**config.mk**
```make
export PLATFORM = sky130hd
export DESIGN_NAME = bus_parity_port
export DESIGN_NICKNAME = d
export VERILOG_FILES = /design/src/rtl/bus_parity_port.sv
export SDC_FILE = /design/constraint.sdc
export NUM_CORES = 1
export LEC_CHECK = 0
export ABC_AREA = 1
export BUFFER_PORTS_ARGS = -buffer_cell sky130_fd_sc_hd__buf_4
export CORE_AREA = 10 10 47 49
export DETAILED_ROUTE_END_ITERATION = 8
export DIE_AREA = 0 0 57 59
export SLEW_MARGIN = 20
export SYNTH_ARGS = -nofsm -noshare
export SYNTH_HDL_FRONTEND = slang
export SYNTH_SLANG_ARGS = --single-unit
```
**constraint.sdc**
```tcl
create_clock -name vclk -period 1
set_input_delay 0.2 -clock vclk [all_inputs]
set_output_delay 0.2 -clock vclk [all_outputs]
set_load 0.1 [all_outputs]
```
**src/rtl/bus_parity_port.sv**
```systemverilog
module bus_parity_port #(
  parameter int DATA_W = 9
) (
  input  logic [DATA_W-1:0] data,
  input  logic              chain_in,
  input  logic              xmit,
  input  logic              power_good,
  input  logic              parity_in,
  output logic              parity_out,
  output logic              parity_oe,
  output logic              err_n
);

  localparam int TERMS = DATA_W + 1;

  logic [TERMS-1:0] terms;
  logic             word_odd;
  logic             check_en;
  logic             total_odd;

  assign terms     = {chain_in, data};
  assign word_odd  = ^terms;
  assign check_en  = xmit & power_good;
  assign total_odd = word_odd ^ parity_in;

  assign parity_out = ~word_odd;
  assign parity_oe  = ~xmit & power_good;
  assign err_n      = ~(check_en & ~total_odd);

  always_comb begin
    p_drive_vs_flag_r3: assert (!(parity_oe && !err_n))
      else $error("driver and error flag active together");
    p_oe_only_send_r1: assert (!parity_oe || !xmit)
      else $error("driver enabled in check mode");
    p_power_quiet_r5: assert (power_good || (!parity_oe && err_n))
      else $error("outputs active without power");
    if (check_en) begin
      p_check_match_r4: assert (err_n == (parity_in == parity_out))
        else $error("error flag disagrees with regenerated parity");
    end
  end

endmodule

```
==> Word-level counts from Yosys, hierarchy flattened <==
Cells that the tools add are included.
Widths: inputs -> output; s select.
{ "word_totals": {"ff_bits": 0, "latchBits": 0, "mem_bits_rw": 0, "mem_bits_ro": 0, "inputBits": 13, "output_inout_bits": 3, "elab_cells": 9, "memories": 0} }
{ "op_classes": {"addsub": 0, "mul": 0, "n_div": 0, "n_lt_le_gt_ge": 0, "n_eq_ne": 0, "shifts": 0, "muxes": 0, "bitwise": 8, "n_reduce_logical": 1} }
{ "ops": {"columns": ["operator", "n"], "rows": [
  ["$reduce_xor 10->1", 1],
  ["$not 1->1", 4],
  ["$and 1x1->1", 3],
  ["$xor 1x1->1", 1]
]} }

==> Depth between registers and ports, before layout <==
Gate-level depths: netlist of run 1.
{ "logic_depth": {"ltp_word": 5, "mapped_depth": 10, "depth_no_buf": 10} }

==> Worst setup path before layout of run 1 <==
OpenSTA, ideal clock, no wires.
{ "synth_timing": {"path_kind": "input -> output", "from": "in power_good", "to": "out parity_oe", "arrival_time_ps": 1478, "required_time_ps": 800, "setup_slack_ps": -678, "stages": 2, "path_buffers": 0, "cell_sequence": "inv_1 -> nor2_1"} }
{ "synth_between": {"elab_chain_len": 1} }
{ "synth_lines": {"columns": ["item", "line_no", "source"], "rows": [
  ["start, declared", "7", "input logic power_good,"],
  ["$and 1x1->1", "27", "assign parity_oe = ~xmit & power_good;"],
  ["end, declared", "10", "output logic parity_oe,"]
]} }
No other way between the ends.

==> Worst setup path after layout of run 1 <==
{ "layout_timing": {"from": "in data[4]", "to": "out err_n"} }
{ "layout_between": {"elab_chain_len": 5} }
{ "layout_lines": {"columns": ["item", "line_no", "source"], "rows": [
  ["start, declared", "4", "input logic [DATA_W-1:0] data,"],
  ["$reduce_xor 10->1", "22", "assign word_odd = ^terms;"],
  ["$xor 1x1->1", "24", "assign total_odd = word_odd ^ parity_in;"],
  ["$not 1->1", "28", "assign err_n = ~(check_en & ~total_odd);"],
  ["$and 1x1->1", "28", null],
  ["$not 1->1", "28", null],
  ["end, declared", "11", "output logic err_n"]
]} }
No other way between the ends.

==> reports/qor.yml, run 1 <==
clocking:
  cts_setup_buffers: 0
  hold_buffers: 0
timing:
  maxSlewHeadroom_pct: 81.5
  setup_ws_ps: -372
  hold_viol: 0
  setup_viol: 2
  fmax_mhz: 729
  fin_crit_ps: 1370
  slew_viol_final: 0
  period_share_pct: 137
  tightest_slew_ps: 280
  whs_ps: 742
  rsz0062_at_grt: "yes"
outcome:
  status: "finished with violations"
  violations: "negative setup slack"
grt:
  antenna_found_initial: 0
  grtUsageMet3_pct: 0.644
  grt_overflow: 0
  met2_usage_pct: 9.30
  grt_first_pass_wirelength_mm: 1.45
  grt_max_degree: 4
  globalRouteMet1Util_pct: 5.23
  busiest_layer: "met2"
  grt_usage_pct: 4.63
  grt_pass1_vias: 377
floorplanning:
  core_um2: 1400
  rows: 14
  fp.dieH_um: 59
  die_w_um: 57
  pin_count: 16
  start_util_pct: 18.0
  dieArea_um2: 3360
min_path:
  min_path_type: "input port to output port"
  hold_depth: 3
  whs_endpoint: "parity_oe"
  worstHoldStart: "xmit"
logic_synthesis:
  syn_nets: 74
  ys_types: 8
  ys_warn_count: 0
  synth_cells: 61
  synth_area_um2: 253
  avgSynthCellArea_um2: 4.14
  synth-seq-area-share_pct: 0
place:
  dpl.cell_count: 95
  hpwl_um: 645
  portBuffers: 16
  placedInstanceArea_um2: 448
  pre_cts_slack_ps: -512
  gp_congestion: 0.607
pwr:
  p_leak_nw: 0.310
  max-vdd-ir-drop_v: 0.000274
  power.density_nw_per_um2: 702
detailed_routing:
  final_antenna_net_count: 0
  route.detailed.drc: 0
  drt_iter0_markers: 0
  wl_per_cell_um: 8.78
  routed_via_density: 4.15
  dr_total_vias: 394
  dr.pass1.iters: 1
  drt-total-wl_um: 834
setup_path:
  cp-end-kind: "output port"
  path_class: "input port to output port"
  cp.arrival_ps: 1170
  critPathRequiredTime_ps: 800
  start_kind: "input port"
  worst-path-max-fanout: 3
cells_and_area:
  clockBufferCount: 0
  layout.nets: 94
  layout_common_cells: "nand2_1, nand2_2, buf_4, inv_4, buf_6"
  area_growth_pct: 120
  final_common_cell: "nand2_1"
  final_area_um2: 556
  antenna_cells: 0
  seq_cell_count: 0
  fillers: 164
  final_cells: 95
  final_util_pct: 39.6
  drive_above_1_share_pct: 59.5
  seq_area_um2: 0
job:
  drv_cap: 0
[worst max-delay path by stage]
| stage | to | slack (ps) | start | cells past startpoint |
|---|---|---|---|---|
| 6_report | err_n | -370 | data[4] | 11 |
| 5_1_grt | err_n | -470 | data[5] | 12 |
| 4_1_cts | err_n | -360 | data[5] | 12 |
| 3_5_place_dp | err_n | -510 | data[3] | 11 |
| 3_3_place_gp | err_n | -490 | data[3] | 11 |
| 2_1_floorplan | err_n | -240 | data[0] | 9 |
[synthesized netlist by cell type]
master / number / share of area [%]
nand3b_1: 1 / 3.0
inv_1: 9 / 13
inv_2: 2 / 3.0
nand2_2: 4 / 9.9
nor2_1: 1 / 1.5
nand3_1: 4 / 7.9
xnor2_1: 1 / 3.5
nand2_1: 39 / 58
[power breakdown]
part	leakage [nW]	total, W	internal, W	switching [W]
registers	0	0	0	0
clock network	0	0	0	0
logic	0.310	0.000390	0.000164	0.000226
[critical path: stages]
cell,delay [ps]
buf_8,100
inv_4,50
nand2_2,50
nand2_2,70
nand2_1,50
nand2_1,70
nand2_2,70
nand3_1,100
nand3b_1,120
nand3_4,110
buf_12,170
[per-layer routing]
layer  up-vias  routed length, um
li1        215                  -
met1       170                295
met2         9                505
met3         0                 33
met4         0                  0
met5         -                  0
[kinds of logic (layout without fill, tap and decap cells)]
group | Yosys count | after routing | synth area share, %
xor+xnor | 1 | 1 | 3.47
simple gates | 49 | 49 | 80.2
buf+inv | 11 | 29 | 16.3
[what timing repair did]
item	4_1_cts	5_1_grt
pin swaps	16	10
endpoints found under the hold margin	0	0
gates resized for setup	19	13
setup endpoints to repair	2	2
[stage by stage]
| step | power, W | TNS [ps] |
|---|---|---|
| finish | 0.000390 | -708 |
| global route | 0.000421 | -902 |
| CTS | 0.000372 | -696 |
| detailed placement | 0.000315 | -972 |
| global placement | 0.000310 | -943 |
| floorplan | 0.000212 | -655 |
[final cells by class]
class / count / area [um^2] / share of cell area [%]
Inverter: 11 / 66.3 / 11.9
Tap cell: 16 / 20.0 / 3.60
Timing Repair Buffer: 18 / 198 / 35.6
Multi-Input combinational cell: 50 / 272 / 48.9
(Power assumes the default switching activity.)
==> run 2: changes to the inputs <==
--- a/config.mk
+++ b/config.mk
@@ -9,2 +9,3 @@
 export BUFFER_PORTS_ARGS = -buffer_cell sky130_fd_sc_hd__buf_4
+export CAP_MARGIN = 20
 export CORE_AREA = 10 10 47 49
==> constraint.sdc (replaced) <==
create_clock -name vclk -period 1
set_input_delay 0.2 -clock vclk [all_inputs]
set_output_delay 0.2 -clock vclk [all_outputs]
set_load 0.01 [all_outputs]
==> run 2 against run 1 <==
- the run still ends with negative setup slack left
- cell count down 2.1%
- power is 36% lower
- via count is 6.9% lower
- combinational power fell by 36%
- sequential share of layout area unchanged
- non-clock buffer count down 2
- global-route usage decreased by 0.74 points
- first-iteration DRC count up 4
- largest cell class unchanged
- largest power group unchanged
- highest routed layer unchanged
==> reports/qor.yml, run 2 (same netlist as run 1, synthesis figures left out) <==
floorplanning:
  rows: 14  # unchanged
  fp.dieH_um: 59  # unchanged
  dieArea_um2: 3360  # unchanged
  pin_count: 16  # unchanged
  core_um2: 1400  # unchanged
  start_util_pct: 18.0  # unchanged
  die_w_um: 57  # unchanged
detailed_routing:
  routed_via_density: 3.95  # -4.8%
  final_antenna_net_count: 0  # unchanged
  drt_iter0_markers: 4  # +4
  route.detailed.drc: 0  # unchanged
  wl_per_cell_um: 7.90  # -10%
  dr.pass1.iters: 2  # +1
  drt-total-wl_um: 735  # -12%
  dr_total_vias: 367  # -6.9%
cells_and_area:
  layout_common_cells: "nand2_1, nand2_2, buf_4, buf_8, buf_6"
  drive_above_1_share_pct: 54.5  # -4.9 points
  antenna_cells: 0  # unchanged
  area_growth_pct: 107
  seq_area_um2: 0  # unchanged
  final_cells: 93  # -2.1%
  seq_cell_count: 0  # unchanged
  clockBufferCount: 0  # unchanged
  final_common_cell: "nand2_1"
  layout.nets: 92  # -2.1%
min_path:
  worstHoldStart: "xmit"
  whs_endpoint: "parity_oe"
  hold_depth: 3  # unchanged
  min_path_type: "input port to output port"
setup_path:
  cp.arrival_ps: 1090  # -80 ps
  critPathRequiredTime_ps: 800  # about the same
  start_kind: "input port"
  path_class: "input port to output port"
  startpoint: "data[6]"
  worst-path-max-fanout: 3  # unchanged
  cp-end-kind: "output port"
pwr:
  power.density_nw_per_um2: 479  # -32%
  p_leak_nw: 0.297  # -4.2%
  max-vdd-ir-drop_v: 0.000206  # -25%
timing:
  period_share_pct: 129  # -8.7 points
  maxSlewHeadroom_pct: 81.3  # -0.19 points
  fmax_mhz: 778  # +6.7%
  tightest_slew_ps: 279  # -1.44 ps
  slew_viol_final: 0  # unchanged
  tns_ps: -457  # +251 ps
  setup_ws_ps: -285  # +86.6 ps
  setup_viol: 2  # unchanged
  fin_crit_ps: 1290  # -86.6 ps
  hold_viol: 0  # unchanged
  rsz0062_at_grt: "yes"
grt:
  grt_pass1_vias: 338  # -10%
  antenna_found_initial: 0  # unchanged
  grt_max_degree: 4  # unchanged
  grt_overflow: 0  # unchanged
  grt_usage_pct: 3.88  # -0.74 points
  grt_first_pass_wirelength_mm: 1.21  # -17%
place:
  dpl.cell_count: 93  # -2.1%
  portBuffers: 16  # unchanged
  hpwl_um: 653  # +1.2%
  gp_congestion: 0.652  # +7.4%
outcome:
  violations: "negative setup slack"
  status: "finished with violations"
clocking:
  cts_setup_buffers: 0  # unchanged
job:
  drv_cap: 0  # unchanged
run 2: power breakdown:
part	internal (W)	switching [W]	leakage (nW)
clock network	0	0	0
registers	0	0	0
logic	0.000126	0.000124	0.297
total	0.000126	0.000124	0.297
run 2: critical path, stage by stage:
cell and delay (ps):
buf_8 100, inv_4 40, nand2_1 40, nand2_1 80, nand2_1 60, nand2_1 70, nand2_2 70, nand2_2 90
nand2_2 60, nand3b_1 90, nand3_2 70, buf_6 120
run 2: metrics by stage:
stage | power, W | utilization [%] | instance area, um^2 | hold slack [ps] | setup WS (ps)
final | 0.000251 | 37.3 | 523 | 647 | -285
after global routing | 0.000280 | 37.3 | 523 | 676 | -371
after CTS | 0.000228 | 34.0 | 477 | 650 | -303
after detailed placement | 0.000210 | 30.9 | 433 | 649 | -342
after global placement | 0.000205 | 30.9 | 433 | 647 | -316
after floorplan | 0.000118 | - | 293 | 448 | -0.667
run 2: worst max-delay path by stage:
stage             to  slack [ps]
2_1_floorplan  err_n        -0.7
3_3_place_gp   err_n        -320
3_5_place_dp   err_n        -340
4_1_cts        err_n        -300
5_1_grt        err_n        -370
6_report       err_n        -290
run 2: area by class of cell:
cell class	count	area, um^2
multi-input cells	50	251
inverters	11	78.8
repair buffers	16	173
fillers	162	878
well taps	16	20.0
run 2: what timing repair did:
| action | 4_1_cts | 5_1_grt |
|---|---|---|
| endpoints found under the hold margin | 0 | 0 |
| cloned | 0 | 0 |
| hold buffers | 0 | 0 |
| pin swaps | 15 | 14 |
| endpoints found under the setup margin | 2 | 2 |
| gates resized for setup | 12 | 16 |
run 2: layer usage:
layer | part of all wire (%) | routed length [um] | vias up | GRT usage [%]
li1 | - | - | 210 | -
met1 | 31 | 227 | 153 | 3.66
met4 | 0 | 0 | 0 | 0
met2 | 65 | 479 | 4 | 8.84
met3 | 3.8 | 28 | 0 | 0.429
met5 | 0 | 0 | - | 0
==> run 3: changes to the inputs <==
RECOVER_POWER = 100   (was default)
==> run 3 against run 2 <==
- the run still ends with negative setup slack left
- setup slack stayed put
- cell count stayed put
- routed wire length is 0.14% lower
- sequential share of layout area stayed put
- via count stayed put
- combinational power hardly changed
- clock-buffer cell count stayed put
- die area stayed put
- cell area is 0.72% lower
- maximum frequency stayed put
- critical path depth stayed put
- non-clock buffer count stayed put
- largest cell class unchanged
- largest power group unchanged
- highest routed layer unchanged
==> reports/qor.yml, run 3 (same netlist as run 1, synthesis figures left out) <==
outcome:
  status: "finished with violations"
  violations: "negative setup slack"
floorplanning:
  die_w_um: 57  # unchanged
  start_util_pct: 18.0  # unchanged
  dieArea_um2: 3360  # unchanged
  pin_count: 16  # unchanged
  fp.dieH_um: 59  # unchanged
  core_um2: 1400  # unchanged
  rows: 14  # unchanged
timing:
  slew_viol_final: 0  # unchanged
  tns_ps: -457  # unchanged
  fmax_mhz: 778  # unchanged
  setup_ws_ps: -285  # unchanged
  tightest_slew_ps: 279  # unchanged
  period_share_pct: 129  # unchanged
  maxSlewHeadroom_pct: 81.3  # unchanged
  hold_viol: 0  # unchanged
  setup_viol: 2  # unchanged
  rsz0062_at_grt: "yes"
  fin_crit_ps: 1290  # unchanged
grt:
  grt_usage_pct: 3.88  # unchanged
  grt_first_pass_wirelength_mm: 1.21  # unchanged
  grt_max_degree: 4  # unchanged
  grt_pass1_vias: 338  # unchanged
  grt_overflow: 0  # unchanged
  antenna_found_initial: 0  # unchanged
pwr:
  p_leak_nw: 0.293  # -1.3%
  power.density_nw_per_um2: 479  # about the same
  max-vdd-ir-drop_v: 0.000206  # about the same
setup_path:
  worst-path-max-fanout: 3  # unchanged
  cp.arrival_ps: 1090  # about the same
  path_cells: "buf_8 -> inv_4 -> nand2_1 -> nand2_1 -> nand2_1 -> nand2_1 -> nand2_2 -> nand2_2 -> nand2_2 -> nand3b_1 -> nand3_2 -> buf_6"
  critPathRequiredTime_ps: 800  # about the same
  cp_slowest_stage_delay_ps: 120  # about the same
  path_class: "input port to output port"
  start_kind: "input port"
  cp-end-kind: "output port"
  crit_path_frequent_cell: "nand2_1"
  slowest_stage: "buf_6"
detailed_routing:
  final_antenna_net_count: 0  # unchanged
  wl_per_cell_um: 7.89  # -0.14%
  drt-total-wl_um: 734  # -0.14%
  dr_total_vias: 367  # unchanged
  dr.pass1.iters: 2  # unchanged
  routed_via_density: 3.95  # unchanged
  route.detailed.drc: 0  # unchanged
  drt_iter0_markers: 3  # -1
job:
  drv_cap: 0  # unchanged
place:
  portBuffers: 16  # unchanged
  hpwl_um: 653  # unchanged
  dpl.cell_count: 93  # unchanged
  gp_congestion: 0.652  # unchanged
min_path:
  whs_endpoint: "parity_oe"
  worstHoldStart: "xmit"
  hold_depth: 3  # unchanged
  min_path_type: "input port to output port"
cells_and_area:
  drive_above_1_share_pct: 53.2  # -1.3 points
  layout_common_cells: "nand2_1, nand2_2, buf_4, buf_8, buf_6"
  clockBufferCount: 0  # unchanged
  area_growth_pct: 105
  seq_area_um2: 0  # unchanged
  final_common_cell: "nand2_1"
  layout.nets: 92  # unchanged
  final_cells: 93  # unchanged
  antenna_cells: 0  # unchanged
  seq_cell_count: 0  # unchanged
clocking:
  hold_buffers: 0  # unchanged
-- run 3: cell type report --
| cell class | count | area, um^2 |
|---|---|---|
| multi-input combinational | 50 | 251 |
| timing repair buffer | 16 | 169 |
| fill | 164 | 882 |
| tap | 16 | 20.0 |
| inverter | 11 | 78.8 |
-- run 3: critical path, delay by kind of cell --
family	cells	cell delay, ps
buffers and inverters	3	260
AND/OR/NAND/NOR	9	630
-- run 3: power by group --
group | switching (W) | total (W) | internal, W
registers | 0 | 0 | 0
clock network | 0 | 0 | 0
logic | 0.000124 | 0.000249 | 0.000125
total | 0.000124 | 0.000249 | 0.000125
-- run 3: through the flow --
stage | instance area [um^2] | power [W] | util [%] | hold slack [ps] | setup slack [ps]
after floorplan | 293 | 0.000118 | - | 448 | -0.667
after global placement | 433 | 0.000205 | 30.9 | 647 | -316
after detailed placement | 433 | 0.000210 | 30.9 | 649 | -342
after CTS | 477 | 0.000228 | 34.0 | 650 | -303
after global routing | 519 | 0.000278 | 37.1 | 664 | -371
final | 519 | 0.000249 | 37.1 | 631 | -285
-- run 3: worst max-delay path by stage --
stage | startpoint | slack (ps) | end | cells past startpoint
detailed placement | data[3] | -340 | err_n | 12
finish | data[6] | -290 | err_n | 12
CTS | data[6] | -300 | err_n | 12
floorplan | data[3] | -0.7 | err_n | 10
global route | data[7] | -370 | err_n | 12
global placement | data[3] | -320 | err_n | 12
-- run 3: routing by layer --
metal | GRT usage, % | up-vias | routed length, um
met2 | 8.84 | 4 | 479
met4 | 0 | 0 | 0
met5 | 0 | - | 0
met1 | 3.66 | 153 | 227
li1 | - | 210 | -
met3 | 0.429 | 0 | 28
-- run 3: timing repair --
item                                    4_1_cts  5_1_grt
endpoints found under the setup margin        2        2
gates resized for setup                      12       16
setup buffers                                 0        0
pin swaps                                    15       14
